### src/rtl/fanbeam_opgen_pkg.sv
package fanbeam_opgen_pkg;

  typedef enum logic [1:0] {
    SCAN_IDLE  = 2'd0,
    SCAN_RUN   = 2'd1,
    SCAN_DRAIN = 2'd2
  } scan_state_e;

  // sign-extension helpers are written inline per width; the package holds shared types only

endpackage

### src/rtl/fanbeam_opgen_seed.sv
// Per-angle starting values, formed with shifts and adds only.
module fanbeam_opgen_seed #(
  parameter int IMG_N     = 512,
  parameter int TRIG_W    = 18,
  parameter int RATIO_W   = 18,
  parameter int RATIO_F   = 26,
  parameter int NUM_W     = 36,
  parameter int DEN_ACC_W = 32
) (
  input  logic signed [TRIG_W-1:0]    cos_v,
  input  logic signed [TRIG_W-1:0]    sin_v,
  input  logic signed [RATIO_W-1:0]   cos_d_v,
  input  logic signed [RATIO_W-1:0]   sin_d_v,
  output logic signed [NUM_W-1:0]     num_seed,
  output logic signed [DEN_ACC_W-1:0] den_seed
);

  localparam int SHIFT = $clog2(IMG_N) - 1;

  logic signed [NUM_W-1:0]     cos_x, sin_x, trig_sum;
  logic signed [DEN_ACC_W-1:0] cd_x, sd_x, ratio_diff, unity;

  always_comb begin
    cos_x      = {{(NUM_W-TRIG_W){cos_v[TRIG_W-1]}}, cos_v};
    sin_x      = {{(NUM_W-TRIG_W){sin_v[TRIG_W-1]}}, sin_v};
    trig_sum   = cos_x + sin_x;
    num_seed   = -(trig_sum <<< SHIFT);

    cd_x       = {{(DEN_ACC_W-RATIO_W){cos_d_v[RATIO_W-1]}}, cos_d_v};
    sd_x       = {{(DEN_ACC_W-RATIO_W){sin_d_v[RATIO_W-1]}}, sin_d_v};
    ratio_diff = cd_x - sd_x;
    unity      = DEN_ACC_W'(1) << RATIO_F;
    den_seed   = unity + (ratio_diff <<< SHIFT);
  end

endmodule

### src/rtl/fanbeam_opgen_accum.sv
// One axis of the nested recurrence: a column sum that seeds a row sum.
module fanbeam_opgen_accum #(
  parameter int W = 36
) (
  input  logic                clk,
  input  logic                rst,
  input  logic                load,
  input  logic                step,
  input  logic                col_start,
  input  logic signed [W-1:0] seed,
  input  logic signed [W-1:0] col_inc,
  input  logic signed [W-1:0] row_inc,
  output logic signed [W-1:0] row_val
);

  logic signed [W-1:0] col_val;
  logic signed [W-1:0] col_next;

  assign col_next = col_val + col_inc;

  always_ff @(posedge clk) begin
    if (rst) begin
      col_val <= '0;
      row_val <= '0;
    end else if (load) begin
      col_val <= seed;
    end else if (step) begin
      if (col_start) begin
        col_val <= col_next;
        row_val <= col_next + row_inc;
      end else begin
        row_val <= row_val + row_inc;
      end
    end
  end


  hold_when_idle_chk: assert property (@(posedge clk) disable iff (rst)
    (!step && !load) |=> $stable(row_val));


  row_step_chk: assert property (@(posedge clk) disable iff (rst)
    (step && !load && !col_start) |=> (row_val == $past(row_val) + $past(row_inc)));

endmodule

### src/rtl/fanbeam_opgen_scan.sv
// Pixel counters, handshake and angle sequencing.
module fanbeam_opgen_scan
  import fanbeam_opgen_pkg::*;
#(
  parameter int IMG_N = 512
) (
  input  logic clk,
  input  logic rst,
  input  logic start,
  input  logic out_ready,
  output logic load,
  output logic step,
  output logic col_start,
  output logic out_valid,
  output logic busy,
  output logic done
);

  localparam int CNT_W = $clog2(IMG_N);
  localparam logic [CNT_W-1:0] LAST = CNT_W'(IMG_N - 1);

  scan_state_e      state;
  logic [CNT_W-1:0] col_idx, row_idx;
  logic             last_pix;

  assign busy      = (state != SCAN_IDLE);
  assign load      = start && (state == SCAN_IDLE);
  assign step      = (state == SCAN_RUN) && (!out_valid || out_ready);
  assign col_start = (row_idx == '0);
  assign last_pix  = (col_idx == LAST) && (row_idx == LAST);

  always_ff @(posedge clk) begin
    if (rst) begin
      state     <= SCAN_IDLE;
      col_idx   <= '0;
      row_idx   <= '0;
      out_valid <= 1'b0;
      done      <= 1'b0;
    end else begin
      done <= 1'b0;
      unique case (state)
        SCAN_IDLE: begin
          if (start) begin
            state   <= SCAN_RUN;
            col_idx <= '0;
            row_idx <= '0;
          end
        end
        SCAN_RUN: begin
          if (step) begin
            out_valid <= 1'b1;
            if (last_pix) begin
              state <= SCAN_DRAIN;
            end else if (row_idx == LAST) begin
              row_idx <= '0;
              col_idx <= col_idx + 1'b1;
            end else begin
              row_idx <= row_idx + 1'b1;
            end
          end
        end
        SCAN_DRAIN: begin
          if (out_ready) begin
            out_valid <= 1'b0;
            done      <= 1'b1;
            state     <= SCAN_IDLE;
          end
        end
        default: state <= SCAN_IDLE;
      endcase
    end
  end


  start_takes_chk: assert property (@(posedge clk) disable iff (rst)
    (start && !busy) |=> (busy && !out_valid));


  done_single_chk: assert property (@(posedge clk) disable iff (rst)
    done |=> !done);


  done_idle_chk: assert property (@(posedge clk) disable iff (rst)
    done |-> (!out_valid && !busy));


  stall_valid_chk: assert property (@(posedge clk) disable iff (rst)
    (out_valid && !out_ready) |=> out_valid);


  start_ignored_chk: assert property (@(posedge clk) disable iff (rst)
    (start && state == SCAN_RUN) |=> busy);

endmodule

### src/rtl/fanbeam_opgen.sv
module fanbeam_opgen #(
  parameter int IMG_N     = 512,
  parameter int TRIG_W    = 18,
  parameter int TRIG_F    = 16,
  parameter int RATIO_W   = 18,
  parameter int RATIO_F   = 26,
  parameter int NUM_W     = 36,
  parameter int DEN_W     = 18,
  parameter int DEN_F     = 16,
  parameter int DEN_ACC_W = 32
) (
  input  logic                      clk,
  input  logic                      rst,
  input  logic                      start,
  input  logic signed [TRIG_W-1:0]  cos_in,
  input  logic signed [TRIG_W-1:0]  sin_in,
  input  logic signed [RATIO_W-1:0] cos_d_in,
  input  logic signed [RATIO_W-1:0] sin_d_in,
  output logic                      busy,
  output logic                      done,
  output logic                      out_valid,
  input  logic                      out_ready,
  output logic [NUM_W-1:0]          out_num,
  output logic [DEN_W-1:0]          out_den
);

  localparam int DEN_DROP = RATIO_F - DEN_F;
  localparam int TRIG_FRAC = TRIG_F;

  logic signed [TRIG_W-1:0]    cos_q, sin_q;
  logic signed [RATIO_W-1:0]   cos_d_q, sin_d_q;
  logic signed [NUM_W-1:0]     num_seed, num_row, num_col_inc, num_row_inc;
  logic signed [DEN_ACC_W-1:0] den_seed, den_row, den_col_inc, den_row_inc;
  logic load, step, col_start;

  // constants for the current angle; held for the whole scan
  always_ff @(posedge clk) begin
    if (rst) begin
      cos_q   <= '0;
      sin_q   <= '0;
      cos_d_q <= '0;
      sin_d_q <= '0;
    end else if (load) begin
      cos_q   <= cos_in;
      sin_q   <= sin_in;
      cos_d_q <= cos_d_in;
      sin_d_q <= sin_d_in;
    end
  end

  fanbeam_opgen_seed #(
    .IMG_N(IMG_N), .TRIG_W(TRIG_W), .RATIO_W(RATIO_W), .RATIO_F(RATIO_F),
    .NUM_W(NUM_W), .DEN_ACC_W(DEN_ACC_W)
  ) u_seed (
    .cos_v(cos_in), .sin_v(sin_in), .cos_d_v(cos_d_in), .sin_d_v(sin_d_in),
    .num_seed(num_seed), .den_seed(den_seed)
  );

  fanbeam_opgen_scan #(.IMG_N(IMG_N)) u_scan (
    .clk(clk), .rst(rst), .start(start), .out_ready(out_ready),
    .load(load), .step(step), .col_start(col_start),
    .out_valid(out_valid), .busy(busy), .done(done)
  );

  assign num_col_inc = {{(NUM_W-TRIG_W){cos_q[TRIG_W-1]}}, cos_q};
  assign num_row_inc = {{(NUM_W-TRIG_W){sin_q[TRIG_W-1]}}, sin_q};
  assign den_col_inc = {{(DEN_ACC_W-RATIO_W){sin_d_q[RATIO_W-1]}}, sin_d_q};
  assign den_row_inc = -{{(DEN_ACC_W-RATIO_W){cos_d_q[RATIO_W-1]}}, cos_d_q};

  fanbeam_opgen_accum #(.W(NUM_W)) u_num (
    .clk(clk), .rst(rst), .load(load), .step(step), .col_start(col_start),
    .seed(num_seed), .col_inc(num_col_inc), .row_inc(num_row_inc),
    .row_val(num_row)
  );

  fanbeam_opgen_accum #(.W(DEN_ACC_W)) u_den (
    .clk(clk), .rst(rst), .load(load), .step(step), .col_start(col_start),
    .seed(den_seed), .col_inc(den_col_inc), .row_inc(den_row_inc),
    .row_val(den_row)
  );

  assign out_num = num_row;
  assign out_den = den_row[DEN_DROP +: DEN_W];


  den_positive_chk: assert property (@(posedge clk) disable iff (rst)
    out_valid |-> !out_den[DEN_W-1]);


  stall_data_chk: assert property (@(posedge clk) disable iff (rst)
    (out_valid && !out_ready) |=> ($stable(out_num) && $stable(out_den)));


  const_hold_chk: assert property (@(posedge clk) disable iff (rst)
    (busy && !done) |=> ($stable(cos_q) || $past(load)));

  initial begin
    fmt_chk: assert (DEN_F <= RATIO_F && TRIG_FRAC <= NUM_W && (1 << $clog2(IMG_N)) == IMG_N);
  end

endmodule

### config.mk
export PLATFORM = sky130hd
export DESIGN_NAME = fanbeam_opgen
export DESIGN_NICKNAME = d
export VERILOG_FILES = /design/src/rtl/fanbeam_opgen_pkg.sv /design/src/rtl/fanbeam_opgen_seed.sv /design/src/rtl/fanbeam_opgen_accum.sv /design/src/rtl/fanbeam_opgen_scan.sv /design/src/rtl/fanbeam_opgen.sv
export SDC_FILE = /design/constraint.sdc
export NUM_CORES = 1
export LEC_CHECK = 0
export BUFFER_PORTS_ARGS = -buffer_cell sky130_fd_sc_hd__buf_2
export CAP_MARGIN = 20
export CORE_MARGIN = 5
export CORE_UTILIZATION = 45
export DETAILED_ROUTE_END_ITERATION = 12
export PLACE_DENSITY = 0.73
export SLEW_MARGIN = 25
export SYNTH_ARGS = -nofsm -noshare
export SYNTH_HDL_FRONTEND = slang
export SYNTH_SLANG_ARGS = --single-unit
### constraint.sdc
create_clock -name clk -period 4.7 [get_ports clk]
set_input_delay 0.235 -clock clk [delete_from_list [all_inputs] [get_ports clk]]
set_output_delay 0.235 -clock clk [all_outputs]
set_load 0.02 [all_outputs]
# After elaboration in Yosys (flattened, before gate mapping)
# Cells that the tools add are included.
# Widths: inputs -> output; s select.
[classes] addsub=13 eq_ne=10 n_mux=26 bitwise_logic=2 n_reduce_logical=19
[op_table] cell="$mux 36" n=4
[op_table] cell="$mux 32" n=4
[op_table] cell="$add 36x18->36" n=3
[op_table] cell="$add 32x32->32" n=2
[op_table] cell="$mux 9" n=7
[op_table] cell="$neg 36->36" n=1
[op_table] cell="$pmux 9 s2" n=2
[op_table] cell="$add 32x18->32" n=1
[op_table] cell="$neg 32->32" n=1
[op_table] cell="$add 28x27->29 const A" n=1
[op_table] cell="$add 18x18->19" n=1
[op_table] cell="$sub 18x18->19" n=1
[op_table] cell="$add 9x1->9 const B" n=2
[op_table] cell="$eq 9x9->1 const B" n=2
[op_table] cell="$ne 2x2->1 const B" n=5
[op_table] cell="$reduce_bool 2->1" n=5
[op_table] cell="$logic_not 9->1" n=1
[op_table] cell="$mux 2" n=4
[op_table] cell="$reduce_and 4->1" n=2
[op_table] cell="$pmux 2 s3" n=1
[op_table] cell="$reduce_and 5->1" n=1
[op_table] cell="$reduce_and 2->1" n=2
[op_table] cell="$logic_and 1x1->1" n=3
[op_table] cell="$mux 1" n=3
[op_table] cell="other kinds (10)" n=11
[totals] regBits=230 output_inout_bits=57

# Logic depth before layout (Yosys ltp)
[depth] ltp_word=5 ltp_mapped=24

# Modules after synthesis
# From an unflattened synthesis, not the netlist that was laid out.
[hier_totals] hier_cells=2537 area_unflattened_um2=19665.1
[by_module_without_submodules] mod="fanbeam_opgen_accum (u_num)" n_inst=1 cells_per_inst=920 area_per_inst_um2=6935.4
[by_module_without_submodules] mod="fanbeam_opgen_accum (u_den)" n_inst=1 cells_per_inst=826 area_per_inst_um2=6167.2
[by_module_without_submodules] mod="fanbeam_opgen" n_inst=1 cells_per_inst=294 area_per_inst_um2=2917.8
[by_module_without_submodules] mod="fanbeam_opgen_seed" n_inst=1 cells_per_inst=358 area_per_inst_um2=2454.9
[by_module_without_submodules] mod="fanbeam_opgen_scan" n_inst=1 cells_per_inst=139 area_per_inst_um2=1189.9

# Worst setup path after synthesis
# Ideal clock, no wire load.
[synth_timing] kind="register -> register" startpoint="register cos_q[0]" endpoint="register u_num.row_val[35]" arrival_time_ns=5.016 required_time_ns=4.567 path_slack_ns=-0.448 stages_incl_launch_ff=24 synth_period_minus_slack_ns=5.148 cell_sequence="dfxtp_1 ha_1 inv_1 fa_1 nor2b_1 o31a_1 o311ai_1 a21oi_1 or4_4 a2111oi_4 o31ai_1 xor2_1 mux2_2 ha_1 a21o_1 a21oi_1 o21bai_1 a21o_1 a21oi_1 mux2_2 a311oi_1 o21ai_0 nand2_1 a31oi_1"
[synth_between] elab_chain_len=3
[synth_lines] element="from (decl)" line="fanbeam_opgen.sv:30" rtl="logic signed [TRIG_W-1:0] cos_q, sin_q;"
[synth_lines] element="from (signal assigned)" line="fanbeam_opgen.sv:44" rtl="cos_q <= cos_in;"
[synth_lines] element="$add 36x18->36" line="fanbeam_opgen_accum.sv:19" rtl="assign col_next = col_val + col_inc;"
[synth_lines] element="$add 36x18->36" line="fanbeam_opgen_accum.sv:30" rtl="row_val <= col_next + row_inc;"
[synth_lines] element="$mux 36" line="fanbeam_opgen_accum.sv:28" rtl="if (col_start) begin"
[synth_lines] element="to (signal assigned)" line="fanbeam_opgen_accum.sv:30"
[synth_lines] element="to (signal assigned)" line="fanbeam_opgen_accum.sv:32" rtl="row_val <= row_val + row_inc;"
[synth_lines] element="to (decl)" line="fanbeam_opgen_accum.sv:13" rtl="output logic signed [W-1:0] row_val"
# No other way between the ends.
# A chain may end at the register's enable or synchronous reset.

# Final worst setup path
[layout_timing] startpoint="register cos_q[2]" endpoint="register u_num.row_val[35]"
# Same word-level chain as after synthesis.

==> flow_metrics.env <==
export IMPL_critical_path_top_delay_family="compound AO/OA/AOI/OAI gates"
export IMPL_seq_power_share=0.278
export IMPL_vdd_drop_max_uv=275
export IMPL_stdcell_area_mm2=0.0229
export IMPL_max_cap_violations=0
export IMPL_area_growth_pct=28.7
export IMPL_die_area_mm2=0.0436
export IMPL_die_y_um=209
export IMPL_via_per_inst=5.75
export IMPL_setup_slack_ns=-0.444
export IMPL_grt_setup_unrepaired="yes"
export IMPL_port_buffers=132
export IMPL_violations="hold timing, setup timing"
export IMPL_layout_nets=3034
export IMPL_die_x_um=209
export IMPL_yosys_most_used_dff="dfxtp_1"
export IMPL_r2r_slack_ns=-0.44
export IMPL_tns_ns=-2.08
export IMPL_clk_path_buf_depth=3
export IMPL_synth_nets=2661
export IMPL_drt_pass1_iterations=6
export IMPL_layout_common_cells="429 x nand2_1, 255 x a21oi_1, 255 x buf_4"
export IMPL_yosys_area_top_type="dfxtp_1"
export IMPL_fin_crit_ns=5.14
export IMPL_maxClockFrequency_mhz=194
export IMPL_tightest_slew_ns=1.03
export IMPL_finalSetupViolCount=10
export IMPL_finalPower_uw=7890
export IMPL_rows=72
export IMPL_synth_cell_types=76
export IMPL_grt_antenna_before_repair=1
export IMPL_path_buf_inv=2
export IMPL_core_mm2=0.0389
export IMPL_grt_max_degree=91
export IMPL_pwr_share_comb=0.441
export IMPL_p_clk_frac=0.281
export IMPL_cellLeakagePower_uw=0.0103
export IMPL_required_ns=5.11
export IMPL_start_kind="flop"
export IMPL_start_util=0.457
export IMPL_layout_drive_gt1_share=0.207
export IMPL_synth_avg_cell_area_um2=7.38
export IMPL_cts_sinks=222
export IMPL_max_slew_margin=0.316
export IMPL_fill_cells=3577
export IMPL_finClkSkew_ns=0.0175
export IMPL_endpoint_kind="flop"
export IMPL_arrival_ns=5.56
export IMPL_final_max_slew_viol_count=0
export IMPL_grtUsageTotal=0.255
export IMPL_timing_final_crit_share=1.09
export IMPL_swShare=0.374
export IMPL_num_antenna_cells=0
export IMPL_ys_async_sr_fraction=0
export IMPL_detail_route_antenna_nets=0
export IMPL_routabilityCongestion=0.939
export IMPL_slowest_stage="or4_4"
export IMPL_crit_type="reg -> reg"
export IMPL_timing_critical_path_mode_cell="a21oi_2"
export IMPL_h_tree_depth=1
export IMPL_io_pins=133
export IMPL_cts_root_buf="clkbuf_16"
export IMPL_max_stage_delay_ns=0.51
export IMPL_min_path_type="in -> reg"
export IMPL_synth_top_area_share=0.250
export IMPL_first_iter_violations=1364
export IMPL_clk_latency_ns=0.58
export IMPL_routedWlPerCell_um=17.6
export IMPL_crit_fanout=3
export IMPL_routed_wl_mm=58.4
export IMPL_grt_overflow=0
export IMPL_synth_edf_count=0
export IMPL_postSynthCellCount=2411
export IMPL_grt_pass1_wl_mm=94.3
export IMPL_grt_pass1_vias=18600
export IMPL_status="complete, but fails checks"
export IMPL_place_hpwl_mm=42.2
export IMPL_p_switching_uw=2950
export IMPL_mostFrequentLayoutCell="nand2_1"
export IMPL_postPlaceCellArea_mm2=0.0204
export IMPL_synth_seq_cells=222
export IMPL_ys_seq_area_frac=0.250
export IMPL_vias=19100
export IMPL_clk_pin_slew_ns=0.06
export IMPL_cts_made_buffers=29
export IMPL_p_int_uw=4940
export IMPL_hold_viol_final=2
export IMPL_yosys_warnings=0
export IMPL_netlist_top_cells_area="dfxtp_1 25%, ha_1 12%, nand2_1 9.1%, a21oi_1 7.6%, xnor2_1 4.7%"
export IMPL_dp_slack_ns=-0.556
export IMPL_netlist_area_mm2=0.0178
export IMPL_cts_tree="yes"
export IMPL_whs_ns=-0.00362
export IMPL_drc_errors=0
export IMPL_powerDensity_mw_per_mm2=344
export IMPL_crit_chain="ha_1 > nor2b_2 > o31a_1 > o311ai_2 > buf_4 > a21oi_2 > or4_4 > a2111oi_4 > buf_4 > o31ai_4 > xor2_1 > mux2_4 > ha_4 > a21o_1 > a21oi_2 > o21bai_1 > a21o_1 > a21oi_2 > mux2_4 > a311oi_4 > o21ai_1 > nand2_1 > a31oi_1"
## stage by stage
stage | std cells | utilization
finish | 3324 | 0.589
global route | 3324 | 0.589
CTS | 3317 | 0.582
detailed placement | 3153 | 0.524
global placement | 3153 | 0.524
floorplan | 2411 | -
## cell usage after synthesis (all sizes together), types with 6 or more instances
cell type and number:
dfxtp 222, fa 6, or4 6, o21a 27, or2 10, a211oi 35, xnor2 96, a21oi 271
nand2 434, a31oi 40, nor3 62, o21bai 12, clkbuf 95, nand2b 21, o31ai 13, nand3 64
o2111ai 7, buf 35, mux2 28, a211o 8, o21ai 112, a21o 61, a221o 6, and2 17
xor2 59, o211ai 14, nor4 18, nor2 179, o22ai 8, a2111oi 12, a221oi 11, and3 24
o31a 7, or3 18, nor2b 20, ha 168, inv 80, nand4 20, a311oi 8
## flip-flops by register name, indices dropped and copies added, names as in the netlist
signal and count:
cos_d_q 18, cos_q 18, sin_d_q 18, sin_q 18, u_den.col_val 28, u_den.row_val 28, u_num.col_val 36, u_num.row_val 36
u_scan.col_idx 9, u_scan.done 1, u_scan.out_valid 1, u_scan.row_idx 9, u_scan.state 2
## routing by layer
| metal | GRT usage | part of all wire |
|---|---|---|
| met1 | 0.327 | 0.43 |
| met3 | 0.0397 | 0.056 |
| met4 | 0.0934 | 0.040 |
| met5 | 0 | 0 |
| met2 | 0.435 | 0.47 |
## kinds of logic (layout without fill, tap and decap cells)
| logic type | after synthesis | count (layout) | synth area share |
|---|---|---|---|
| DFF | 222 | 222 | 0.250 |
| buffers and inverters | 210 | 605 | 0.0481 |
| xor gates and xnor gates | 155 | 155 | 0.0762 |
| and+or+nand+nor | 919 | 919 | 0.232 |
| muxes | 31 | 31 | 0.0194 |
| adders and majority gates | 174 | 174 | 0.125 |
| AOI/OAI and AO/OA | 700 | 700 | 0.250 |
## timing repair
action	4_1_cts	5_1_grt
endpoints found under the setup margin	18	33
setup buffers	32	12
pin swaps	72	54
gates resized for setup	64	54
endpoints found under the hold margin	91	0
hold buffers	80	0
## final timing paths
check / cells after the start / start / end
worst min-delay path: 2 / rst / u_den.row_val[25]
worst min register to register: 2 / u_den.row_val[5] / u_den.row_val[5]
worst max register to register: 23 / cos_q[2] / u_num.row_val[35]
worst max-delay path: 23 / cos_q[2] / u_num.row_val[35]
## power by group through the flow
stage	Clock [µW]	Sequential, µW	Combinational [µW]
after floorplan	0	2230	2100
after global placement	0	2220	3040
after detailed placement	0	2230	3100
after CTS	2250	2190	3320
after global routing	2320	2220	3800
final	2220	2190	3480
## area by class of cell
cell class | instances | area [µm²] | area share
Tap cell | 518 | 648 | 0.0283
Clock inverter | 7 | 72.6 | 0.00317
Timing Repair Buffer | 472 | 3460 | 0.151
Sequential cell | 222 | 4450 | 0.194
Inverter | 80 | 300 | 0.0131
Clock buffer | 46 | 880 | 0.0384
Multi-Input combinational cell | 1979 | 13100 | 0.572
(Power assumes the default switching activity.)
